==> src/rtl/hcs_pkg.sv <==
package hcs_pkg;

  localparam int unsigned N_STEPS = 4;
  localparam int unsigned STEP_W  = $clog2(N_STEPS);

  typedef enum logic [2:0] {
    CYC_FETCH = 3'd0,
    CYC_INDIR = 3'd1,
    CYC_EXEC  = 3'd2,
    CYC_INTR  = 3'd3,
    CYC_HALT  = 3'd4
  } cycle_e;

  localparam int unsigned OP_ADD = 0;
  localparam int unsigned OP_ISZ = 1;
  localparam int unsigned OP_BSA = 2;
  localparam int unsigned OP_ION = 3;
  localparam int unsigned OP_HLT = 7;

  typedef struct packed {
    logic mar_pc;
    logic mar_ir;
    logic mar_save;
    logic mbr_mem;
    logic mbr_pc;
    logic mbr_inc;
    logic ir_mbr;
    logic ir_adr_mbr;
    logic pc_inc;
    logic pc_ir;
    logic pc_vec;
    logic acc_add;
    logic mem_we;
    logic ie_set;
    logic ie_clr;
    logic done;
  } ctrl_t;

endpackage

==> src/rtl/hcs_op_decoder.sv <==
module hcs_op_decoder #(
  parameter int unsigned OP_W = 3
) (
  input  logic [OP_W-1:0]        op_i,
  output logic [(1<<OP_W)-1:0]   line_o
);

  localparam int unsigned N_LINES = 1 << OP_W;

  for (genvar i = 0; i < N_LINES; i++) begin : g_line
    assign line_o[i] = (op_i == OP_W'(i));
  end

endmodule

==> src/rtl/hcs_step_timer.sv <==
module hcs_step_timer
  import hcs_pkg::*;
(
  input  logic              clk_i,
  input  logic              rst_ni,
  input  logic              done_i,
  input  cycle_e            next_i,
  output cycle_e            cycle_o,
  output logic [STEP_W-1:0] step_o
);

  always_ff @(posedge clk_i or negedge rst_ni) begin
    if (!rst_ni) begin
      cycle_o <= CYC_FETCH;
      step_o  <= '0;
    end else if (cycle_o != CYC_HALT) begin
      if (done_i) begin
        cycle_o <= next_i;
        step_o  <= '0;
      end else begin
        step_o  <= step_o + 1'b1;
      end
    end
  end

  // halted state is terminal
  p_halt_hold_r10: assert property (@(posedge clk_i) disable iff (!rst_ni)
    cycle_o == CYC_HALT |=> cycle_o == CYC_HALT);

  // only the increment-and-skip execute reaches t4
  p_t4_exec_only_r6: assert property (@(posedge clk_i) disable iff (!rst_ni)
    step_o == STEP_W'(3) |-> cycle_o == CYC_EXEC);

  // a new cycle always starts at t1
  p_cycle_start_t1_r12: assert property (@(posedge clk_i) disable iff (!rst_ni)
    (done_i && cycle_o != CYC_HALT) |=> step_o == '0);

endmodule

==> src/rtl/hcs_ctrl_logic.sv <==
module hcs_ctrl_logic
  import hcs_pkg::*;
#(
  parameter int unsigned OP_W = 3
) (
  input  cycle_e                 cycle_i,
  input  logic [STEP_W-1:0]      step_i,
  input  logic [(1<<OP_W)-1:0]   line_i,
  input  logic                   ind_i,
  input  logic                   zero_i,
  input  logic                   irq_pend_i,
  output ctrl_t                  ctrl_o,
  output cycle_e                 next_o
);

  localparam int unsigned N_LINES = 1 << OP_W;
  localparam logic [N_LINES-1:0] DEF_MASK =
      (N_LINES'(1) << OP_ADD) | (N_LINES'(1) << OP_ISZ) | (N_LINES'(1) << OP_BSA) |
      (N_LINES'(1) << OP_ION) | (N_LINES'(1) << OP_HLT);

  logic undef_w;
  logic end_exec;

  assign undef_w = ~|(line_i & DEF_MASK);

  always_comb begin
    ctrl_o   = '0;
    next_o   = cycle_i;
    end_exec = 1'b0;
    case (cycle_i)
      CYC_FETCH: begin
        case (step_i)
          2'd0: ctrl_o.mar_pc = 1'b1;
          2'd1: begin
            ctrl_o.mbr_mem = 1'b1;
            ctrl_o.pc_inc  = 1'b1;
          end
          2'd2: begin
            ctrl_o.ir_mbr = 1'b1;
            ctrl_o.done   = 1'b1;
            next_o        = ind_i ? CYC_INDIR : CYC_EXEC;
          end
          default: ;
        endcase
      end
      CYC_INDIR: begin
        case (step_i)
          2'd0: ctrl_o.mar_ir  = 1'b1;
          2'd1: ctrl_o.mbr_mem = 1'b1;
          2'd2: begin
            ctrl_o.ir_adr_mbr = 1'b1;
            ctrl_o.done       = 1'b1;
            next_o            = CYC_EXEC;
          end
          default: ;
        endcase
      end
      CYC_EXEC: begin
        if (undef_w) begin
          end_exec = 1'b1;
        end else if (line_i[OP_ADD]) begin
          case (step_i)
            2'd0: ctrl_o.mar_ir  = 1'b1;
            2'd1: ctrl_o.mbr_mem = 1'b1;
            2'd2: begin
              ctrl_o.acc_add = 1'b1;
              end_exec       = 1'b1;
            end
            default: ;
          endcase
        end else if (line_i[OP_ISZ]) begin
          case (step_i)
            2'd0: ctrl_o.mar_ir  = 1'b1;
            2'd1: ctrl_o.mbr_mem = 1'b1;
            2'd2: ctrl_o.mbr_inc = 1'b1;
            default: begin
              ctrl_o.mem_we = 1'b1;
              ctrl_o.pc_inc = zero_i;  // skip on incremented value
              end_exec      = 1'b1;
            end
          endcase
        end else if (line_i[OP_BSA]) begin
          case (step_i)
            2'd0: begin
              ctrl_o.mar_ir = 1'b1;
              ctrl_o.mbr_pc = 1'b1;
            end
            2'd1: begin
              ctrl_o.pc_ir  = 1'b1;
              ctrl_o.mem_we = 1'b1;
            end
            2'd2: begin
              ctrl_o.pc_inc = 1'b1;
              end_exec      = 1'b1;
            end
            default: ;
          endcase
        end else if (line_i[OP_ION]) begin
          ctrl_o.ie_set = 1'b1;
          end_exec      = 1'b1;
        end else begin
          end_exec = 1'b1;  // halt
        end
      end
      CYC_INTR: begin
        case (step_i)
          2'd0: ctrl_o.mbr_pc = 1'b1;
          2'd1: begin
            ctrl_o.mar_save = 1'b1;
            ctrl_o.pc_vec   = 1'b1;
          end
          2'd2: begin
            ctrl_o.mem_we = 1'b1;
            ctrl_o.done   = 1'b1;
            next_o        = CYC_FETCH;
          end
          default: ;
        endcase
      end
      default: ;
    endcase

    if (end_exec) begin
      ctrl_o.done = 1'b1;
      if (line_i[OP_HLT]) begin
        next_o = CYC_HALT;
      end else if (irq_pend_i) begin
        next_o        = CYC_INTR;
        ctrl_o.ie_clr = 1'b1;
      end else begin
        next_o = CYC_FETCH;
      end
    end
  end

endmodule

==> src/rtl/hcs_datapath.sv <==
module hcs_datapath
  import hcs_pkg::*;
#(
  parameter int unsigned DATA_W    = 16,
  parameter int unsigned ADDR_W    = 12,
  parameter int unsigned SAVE_ADDR = 12'hFF0,
  parameter int unsigned VEC_ADDR  = 12'hFF1
) (
  input  logic              clk_i,
  input  logic              rst_ni,
  input  ctrl_t             ctrl_i,
  input  logic [DATA_W-1:0] rdata_i,
  output logic [ADDR_W-1:0] mar_o,
  output logic [DATA_W-1:0] mbr_o,
  output logic [ADDR_W-1:0] pc_o,
  output logic [DATA_W-1:0] ir_o,
  output logic [DATA_W-1:0] acc_o,
  output logic              ie_o
);

  localparam int unsigned PAD_W = DATA_W - ADDR_W;

  always_ff @(posedge clk_i or negedge rst_ni) begin
    if (!rst_ni)              mar_o <= '0;
    else if (ctrl_i.mar_pc)   mar_o <= pc_o;
    else if (ctrl_i.mar_ir)   mar_o <= ir_o[ADDR_W-1:0];
    else if (ctrl_i.mar_save) mar_o <= ADDR_W'(SAVE_ADDR);
  end

  always_ff @(posedge clk_i or negedge rst_ni) begin
    if (!rst_ni)             mbr_o <= '0;
    else if (ctrl_i.mbr_mem) mbr_o <= rdata_i;
    else if (ctrl_i.mbr_pc)  mbr_o <= {{PAD_W{1'b0}}, pc_o};
    else if (ctrl_i.mbr_inc) mbr_o <= mbr_o + 1'b1;
  end

  always_ff @(posedge clk_i or negedge rst_ni) begin
    if (!rst_ni)                ir_o <= '0;
    else if (ctrl_i.ir_mbr)     ir_o <= mbr_o;
    else if (ctrl_i.ir_adr_mbr) ir_o[ADDR_W-1:0] <= mbr_o[ADDR_W-1:0];
  end

  always_ff @(posedge clk_i or negedge rst_ni) begin
    if (!rst_ni)            pc_o <= '0;
    else if (ctrl_i.pc_ir)  pc_o <= ir_o[ADDR_W-1:0];
    else if (ctrl_i.pc_vec) pc_o <= ADDR_W'(VEC_ADDR);
    else if (ctrl_i.pc_inc) pc_o <= pc_o + 1'b1;
  end

  always_ff @(posedge clk_i or negedge rst_ni) begin
    if (!rst_ni)             acc_o <= '0;
    else if (ctrl_i.acc_add) acc_o <= acc_o + mbr_o;
  end

  always_ff @(posedge clk_i or negedge rst_ni) begin
    if (!rst_ni)            ie_o <= 1'b0;
    else if (ctrl_i.ie_clr) ie_o <= 1'b0;
    else if (ctrl_i.ie_set) ie_o <= 1'b1;
  end

  // buffer load from memory never shares a step with an IR load from it
  p_no_mbr_ir_clash_r3: assert property (@(posedge clk_i) disable iff (!rst_ni)
    ctrl_i.mbr_mem |-> !(ctrl_i.ir_mbr || ctrl_i.ir_adr_mbr));

endmodule

==> src/rtl/hw_ctrl_seq.sv <==
module hw_ctrl_seq
  import hcs_pkg::*;
#(
  parameter int unsigned DATA_W    = 16,
  parameter int unsigned ADDR_W    = 12,
  parameter int unsigned OP_W      = 3,
  parameter int unsigned SAVE_ADDR = 12'hFF0,
  parameter int unsigned VEC_ADDR  = 12'hFF1
) (
  input  logic              clk_i,
  input  logic              rst_ni,
  output logic [ADDR_W-1:0] mem_addr_o,
  output logic [DATA_W-1:0] mem_wdata_o,
  output logic              mem_we_o,
  input  logic [DATA_W-1:0] mem_rdata_i,
  input  logic              irq_i,
  output logic [2:0]        cycle_o,
  output logic [STEP_W-1:0] step_o,
  output logic [ADDR_W-1:0] pc_o,
  output logic [DATA_W-1:0] acc_o
);

  localparam int unsigned N_LINES = 1 << OP_W;
  localparam int unsigned OP_MSB  = DATA_W - 2;
  localparam int unsigned IND_BIT = DATA_W - 1;

  ctrl_t               ctrl;
  cycle_e              cycle_q;
  cycle_e              cycle_d;
  logic [STEP_W-1:0]   step_q;
  logic [N_LINES-1:0]  op_line;
  logic [ADDR_W-1:0]   mar;
  logic [DATA_W-1:0]   mbr;
  logic [ADDR_W-1:0]   pc;
  logic [DATA_W-1:0]   ir;
  logic [DATA_W-1:0]   acc;
  logic                ie;

  hcs_step_timer u_timer (
    .clk_i   (clk_i),
    .rst_ni  (rst_ni),
    .done_i  (ctrl.done),
    .next_i  (cycle_d),
    .cycle_o (cycle_q),
    .step_o  (step_q)
  );

  hcs_op_decoder #(.OP_W(OP_W)) u_dec (
    .op_i   (ir[OP_MSB -: OP_W]),
    .line_o (op_line)
  );

  hcs_ctrl_logic #(.OP_W(OP_W)) u_ctrl (
    .cycle_i    (cycle_q),
    .step_i     (step_q),
    .line_i     (op_line),
    .ind_i      (mbr[IND_BIT]),
    .zero_i     (mbr == '0),
    .irq_pend_i (irq_i & ie),
    .ctrl_o     (ctrl),
    .next_o     (cycle_d)
  );

  hcs_datapath #(
    .DATA_W    (DATA_W),
    .ADDR_W    (ADDR_W),
    .SAVE_ADDR (SAVE_ADDR),
    .VEC_ADDR  (VEC_ADDR)
  ) u_dp (
    .clk_i   (clk_i),
    .rst_ni  (rst_ni),
    .ctrl_i  (ctrl),
    .rdata_i (mem_rdata_i),
    .mar_o   (mar),
    .mbr_o   (mbr),
    .pc_o    (pc),
    .ir_o    (ir),
    .acc_o   (acc),
    .ie_o    (ie)
  );

  assign mem_addr_o  = mar;
  assign mem_wdata_o = mbr;
  assign mem_we_o    = ctrl.mem_we;
  assign cycle_o     = cycle_q;
  assign step_o      = step_q;
  assign pc_o        = pc;
  assign acc_o       = acc;

  p_fetch_pc_inc_r2: assert property (@(posedge clk_i) disable iff (!rst_ni)
    (cycle_q == CYC_FETCH && step_q == STEP_W'(1)) |=> pc == ADDR_W'($past(pc) + 1'b1));

  p_fetch_ir_load_r2: assert property (@(posedge clk_i) disable iff (!rst_ni)
    (cycle_q == CYC_FETCH && step_q == STEP_W'(2)) |=> ir == $past(mbr));

  p_we_cycle_r3: assert property (@(posedge clk_i) disable iff (!rst_ni)
    mem_we_o |-> (cycle_q == CYC_EXEC || cycle_q == CYC_INTR));

  p_indir_addr_r4: assert property (@(posedge clk_i) disable iff (!rst_ni)
    (cycle_q == CYC_INDIR && step_q == STEP_W'(2)) |=> ir[ADDR_W-1:0] == $past(mbr[ADDR_W-1:0]));

  p_intr_ie_off_r9: assert property (@(posedge clk_i) disable iff (!rst_ni)
    cycle_q == CYC_INTR |-> !ie);

  p_halt_pc_hold_r10: assert property (@(posedge clk_i) disable iff (!rst_ni)
    cycle_q == CYC_HALT |=> $stable(pc));

endmodule

==> config.mk <==
export PLATFORM = sky130hd
export DESIGN_NAME = hw_ctrl_seq
export DESIGN_NICKNAME = d
export VERILOG_FILES = /design/src/rtl/hcs_pkg.sv /design/src/rtl/hcs_op_decoder.sv /design/src/rtl/hcs_step_timer.sv /design/src/rtl/hcs_ctrl_logic.sv /design/src/rtl/hcs_datapath.sv /design/src/rtl/hw_ctrl_seq.sv
export SDC_FILE = /design/constraint.sdc
export NUM_CORES = 1
export LEC_CHECK = 0
export ABC_AREA = 1
export CORE_MARGIN = 2
export CORE_UTILIZATION = 34
export DETAILED_ROUTE_END_ITERATION = 16
export GPL_ROUTABILITY_DRIVEN = 0
export GPL_TIMING_DRIVEN = 0
export PLACE_DENSITY = 0.53
export RECOVER_POWER = 50
export SLEW_MARGIN = 20
export SYNTH_ARGS = -nofsm -noshare
export SYNTH_HDL_FRONTEND = slang
export SYNTH_SLANG_ARGS = --single-unit
==> constraint.sdc <==
create_clock -name clk_i -period 2.2 [get_ports clk_i]
set_input_delay 0.55 -clock clk_i [delete_from_list [all_inputs] [get_ports clk_i]]
set_output_delay 0.55 -clock clk_i [all_outputs]
set_load 0.05 [all_outputs]
Word level (Yosys, flattened, before mapping) --
Index checks and enable logic that the tools add are counted.
Word-level totals: logic and storage cells 114, bits in registers 77, output and inout port bits 62, bits of input ports 19
Cells by class: equality and inequality tests 13, bitwise gates (word level) 1, add/sub/neg operators 4, reductions and logical operators 15, muxes and demuxes 72
Operator list (count):
- $mux W12 | 8
- $mux W16 | 3
- $mux W1 | 39
- $mux W3 | 7
- $mux W2 | 9
- $add A16 B1 Y16 const B | 1
- $add A16 B16 Y16 | 1
- $logic_not A16 Y1 | 1
- $add A12 B1 Y12 const B | 1
- $eq A3 B2 Y1 const B | 4
- $pmux W1 S2 | 5
- $pmux W3 S3 | 1
- $reduce_bool A3 Y1 | 3
- $eq A3 B1 Y1 const B | 2
- $logic_not A3 Y1 | 2
- $ne A3 B1 Y1 const B | 2
- $reduce_and A6 Y1 | 1
- $reduce_or A3 Y1 | 2
- $reduce_or A5 Y1 | 1
- $reduce_bool A2 Y1 | 2
- $reduce_bool A4 Y1 | 1
- $eq A3 B3 Y1 const B | 1
- $ne A3 B2 Y1 const B | 1
- $ne A3 B3 Y1 const B | 1
- 6 further kinds | 6

Depth between registers and ports, before layout --
depth in word-level cells 10, depth in mapped cells 11, gate-level depth less buffers 11

Modules after synthesis --
A second synthesis with hierarchy kept.
Unflattened totals: cells, all modules 776, area, all modules 5300.1 µm²
Modules (own cells, without submodules):
- hcs_datapath | area an instance 4561.9 µm², instances 1, seq. area each 1826.8 µm², cells each 632
- hcs_ctrl_logic | area an instance 347.8 µm², instances 1, seq. area each 0.0 µm², cells each 73
- hcs_step_timer | area an instance 222.7 µm², instances 1, seq. area each 125.1 µm², cells each 27
- hw_ctrl_seq | area an instance 111.4 µm², instances 1, seq. area each 0.0 µm², cells each 29
- hcs_op_decoder | area an instance 56.3 µm², instances 1, seq. area each 0.0 µm², cells each 15

Least setup slack after synthesis --
OpenSTA, ideal clock, no wires.
path kind register -> output, start reg u_timer.cycle_o[0], end out mem_we_o, cell stages (with the launch flop) 5, path buffers 0, arrival 2.183 ns, setup slack -0.533 ns, data required time 1.650 ns, cells stage by stage dfrtp_1 -> inv_2 -> nor2_4 -> nand2_1 -> o21ai_0
On the way: cells in the longest elaborated chain, start to end 2, elaborated cells between the ends (all ways) 3, those cells by class eq/ne (2); mux (1)
Ends and longest elaborated chain:
- start, declared | RTL line hcs_step_timer.sv:8 | output cycle_e cycle_o,
- start signal, assigned | RTL line hcs_step_timer.sv:18 | cycle_o <= next_i;
- $eq A3 B2 Y1 | RTL line hcs_ctrl_logic.sv:30 | case (cycle_i)
- $pmux W1 S2 (*) | RTL line hcs_ctrl_logic.sv:30
- end, declared | RTL line hw_ctrl_seq.sv:14 | output logic mem_we_o,
Mark *: on every way between the ends. The rest lies on a longest branch, timed or not.

Final worst setup path --
start reg u_dp.mbr_o[15], end out mem_wdata_o[15]
RTL lines:
- start, declared | RTL line hcs_datapath.sv:14 | output logic [DATA_W-1:0] mbr_o,
- start signal, assigned | RTL line hcs_datapath.sv:32 | else if (ctrl_i.mbr_mem) mbr_o <= rdata_i;
- start signal, assigned | RTL line hcs_datapath.sv:33 | else if (ctrl_i.mbr_pc) mbr_o <= {{PAD_W{1'b0}}, pc_o};
- start signal, assigned | RTL line hcs_datapath.sv:34 | else if (ctrl_i.mbr_inc) mbr_o <= mbr_o + 1'b1;
- end, declared | RTL line hw_ctrl_seq.sv:13 | output logic [DATA_W-1:0] mem_wdata_o,
No word-level cell between the ends.

==> flow_metrics.env <==
export IMPL_status="finished, final reports clean"
export IMPL_grt_usage_pct=20.74
export IMPL_ys_warn_count=0
export IMPL_finClkSkew_ps=6.728
export IMPL_wl_per_cell_um=14.90
export IMPL_cts_tree="yes"
export IMPL_drtIter0Drc=450
export IMPL_numPortBuffers=80
export IMPL_grt_pass1_wl_um=27190
export IMPL_io_pins=81
export IMPL_ctsHtreeMaxLevel=3
export IMPL_clock_path_buffers=2
export IMPL_yosys_top_cells_area="dfrtp_1, nand2_1, nand3_1"
export IMPL_firstDrtPassIters=5
export IMPL_fin_crit_sh_pct=98.35
export IMPL_leakage_nw=3.509
export IMPL_core_area_um2=15770
export IMPL_cp_slowest_stage_delay_ps=600
export IMPL_reg2reg_setup_slack_ps=170
export IMPL_worstRegToRegCells=10
export IMPL_p_total_mw=11.18
export IMPL_critPathSlowestCell="dfrtp_1"
export IMPL_hp_class="in -> async"
export IMPL_synth_common_cells="nand2_1, nor2_1, nand3_1"
export IMPL_synth_most_common_cell="nand2_1"
export IMPL_ant_nets=0
export IMPL_period_needed_ps=2164
export IMPL_clockRootBuffer="clkbuf_16"
export IMPL_synthCells=812
export IMPL_grt_overflow_total=0
export IMPL_hold_violations=0
export IMPL_p_sw_mw=6.120
export IMPL_cellPowerDensity_nw_per_um2=1648
export IMPL_final_setup_worst_slack_ps=36.39
export IMPL_chipHeight_um=130.4
export IMPL_switching_share_pct=54.74
export IMPL_start_kind="register"
export IMPL_drc=0
export IMPL_pwr_share_comb_pct=60.9
export IMPL_worstMarginPinSlew_ps=1345
export IMPL_rows=46
export IMPL_critPathMaxFanout=8
export IMPL_hpwlAfterDp_um=13000
export IMPL_insertion_delay_ps=350
export IMPL_yosysTopAreaCellShare_pct=35.47
export IMPL_ys_flop_type="dfrtp_1"
export IMPL_cts_sinks=77
export IMPL_grt_max_degree=55
export IMPL_rr_startpoint="u_timer.cycle_o[2]"
export IMPL_syn_to_final_growth_pct=24.87
export IMPL_r2r_end="u_dp.mar_o[9]"
export IMPL_nets=948
export IMPL_yosys_cell_types_count=34
export IMPL_start_util_pct=34.45
export IMPL_maxCapViolCount=0
export IMPL_rsz0062_at_grt="no"
export IMPL_clk_pin_slew_ps=60
export IMPL_syn_nets=854
export IMPL_synth_top_area_cell="dfrtp_1"
export IMPL_synth_area_per_cell_um2=6.691
export IMPL_synthesis_area_um2=5433
export IMPL_slew_headroom_pct=10.33
export IMPL_multi_input_area_um2=3063
export IMPL_drt_total_wl_um=16770
export IMPL_critPathKind="reg -> out"
export IMPL_crit_required_ps=1650
export IMPL_die_w_um=130.4
export IMPL_antenna_found_initial=0
export IMPL_fmax_mhz=462.2
export IMPL_die_area_um2=17010
export IMPL_num_antenna_cells=0
export IMPL_clockPowerShare_pct=12.6
export IMPL_setup_viol=0
export IMPL_path_cells="buf_4, clkdlybuf4s15_1"
export IMPL_regArea_um2=1933
export IMPL_drive_gt1_share_pct=8.691
export IMPL_cp_end_kind="primary output"
export IMPL_vias=5375
export IMPL_ir_worst_vdd_uv=718.9
export IMPL_async_reset_ff_share_pct=100.0
export IMPL_drv_slew=0
export IMPL_fin_hold_ws_ps=487.8
export IMPL_arrival_ps=1610
export IMPL_intPower_mw=5.060
export IMPL_pre_cts_slack_ps=-402.7
export IMPL_p_seq_share_pct=26.5
export IMPL_cts_made_buffers=9
export IMPL_synth_edf_count=0
export IMPL_ys_seq_area_share_pct=35.47
export IMPL_fillCellCount=1749
export IMPL_viasPerCell=4.778
export IMPL_ys_ff_latch=77
export IMPL_grt_pass1_vias=5174
## worst max-delay path by stage
| stage | start | endpoint |
|---|---|---|
| 4_1_cts | u_timer.cycle_o[2] | cycle_o[2] |
| 2_1_floorplan | u_timer.cycle_o[0] | mem_we_o |
| 6_report | u_dp.mbr_o[15] | mem_wdata_o[15] |
| 5_1_grt | u_dp.mbr_o[15] | mem_wdata_o[15] |
| 3_5_place_dp | u_timer.step_o[1] | mem_we_o |
| 3_3_place_gp | rst_ni | u_dp.acc_o[11] |
## layout by cell type (no fill, tap or decap), drive strengths merged, types with 16 or more instances in the layout
cell type	synthesis	routed
a21oi	17	17
clkdlybuf4s50	0	46
o21ai	44	44
ha	22	22
dfrtp	77	77
dlygate4sd2	0	27
nand2	290	290
nand4	16	16
inv	92	92
nand3	92	92
clkbuf	5	24
nor2	98	98
buf	15	17
## timing repair
action	CTS	global route
hold buffers	0	0
buffers inserted	0	2
pin swaps	0	1
cloned	0	0
endpoints found under the setup margin	29	11
gates resized for setup	41	14
## metrics by stage
stage / std cells / TNS [ps] / utilization (%) / cell area, um2
2_1_floorplan: 812 / 0 / - / 5436
3_3_place_gp: 1108 / -179560 / 41.26 / 6507
3_5_place_dp: 1109 / -402.7 / 41.42 / 6533
4_1_cts: 1123 / 0 / 43.03 / 6787
5_1_grt: 1125 / 0 / 43.02 / 6784
6_report: 1125 / 0 / 43.02 / 6784
## sequential cells by signal, indices dropped and copies added (netlist names)
register,flops
u_dp.acc_o,16
u_dp.ie_o,1
u_dp.ir_o,15
u_dp.mar_o,12
u_dp.mbr_o,16
u_dp.pc_o,12
u_timer.cycle_o,3
u_timer.step_o,2
## layout make-up
class / instances / area share (%)
multi-input combinational: 623 / 45.15
clock buffer: 12 / 3.781
clock inverter: 2 / 0.1475
sequential: 77 / 28.49
inverter: 92 / 5.127
buffer: 20 / 1.826
timing repair buffer: 83 / 11.49
tap: 216 / 3.984
## power by group through the flow
stage / Clock [mW] / Combinational (mW) / Sequential (mW)
4_1_cts: 1.44 / 6.86 / 2.96
3_3_place_gp: 0 / 6.92 / 2.98
2_1_floorplan: 0 / 3.49 / 4.23
5_1_grt: 1.48 / 7.59 / 3.08
6_report: 1.41 / 6.81 / 2.97
3_5_place_dp: 0 / 6.95 / 2.98
## critical path, delay by kind of cell (launching register included)
kind	cells	cell delay (ps)
flops	1	600
buf+inv	2	660
## cell families (layout without fill, tap and decap cells)
family	Yosys count	after routing	synth area share [%]
flops	77	77	35.47
simple gates	516	516	41.02
xor+xnor	12	12	1.935
buf+inv	112	209	8.683
fa+ha+maj	23	23	5.435
compound gates	72	72	7.462
## layer usage
metal,up-vias,track usage [%],part of all wire [%]
li1,2791,-,-
met4,0,5.695,1.2
met1,2463,27.51,46
met3,12,2.647,3.7
met5,-,0,0
met2,109,35.79,49
No activity file was read; power rests on OpenSTA's default activity.
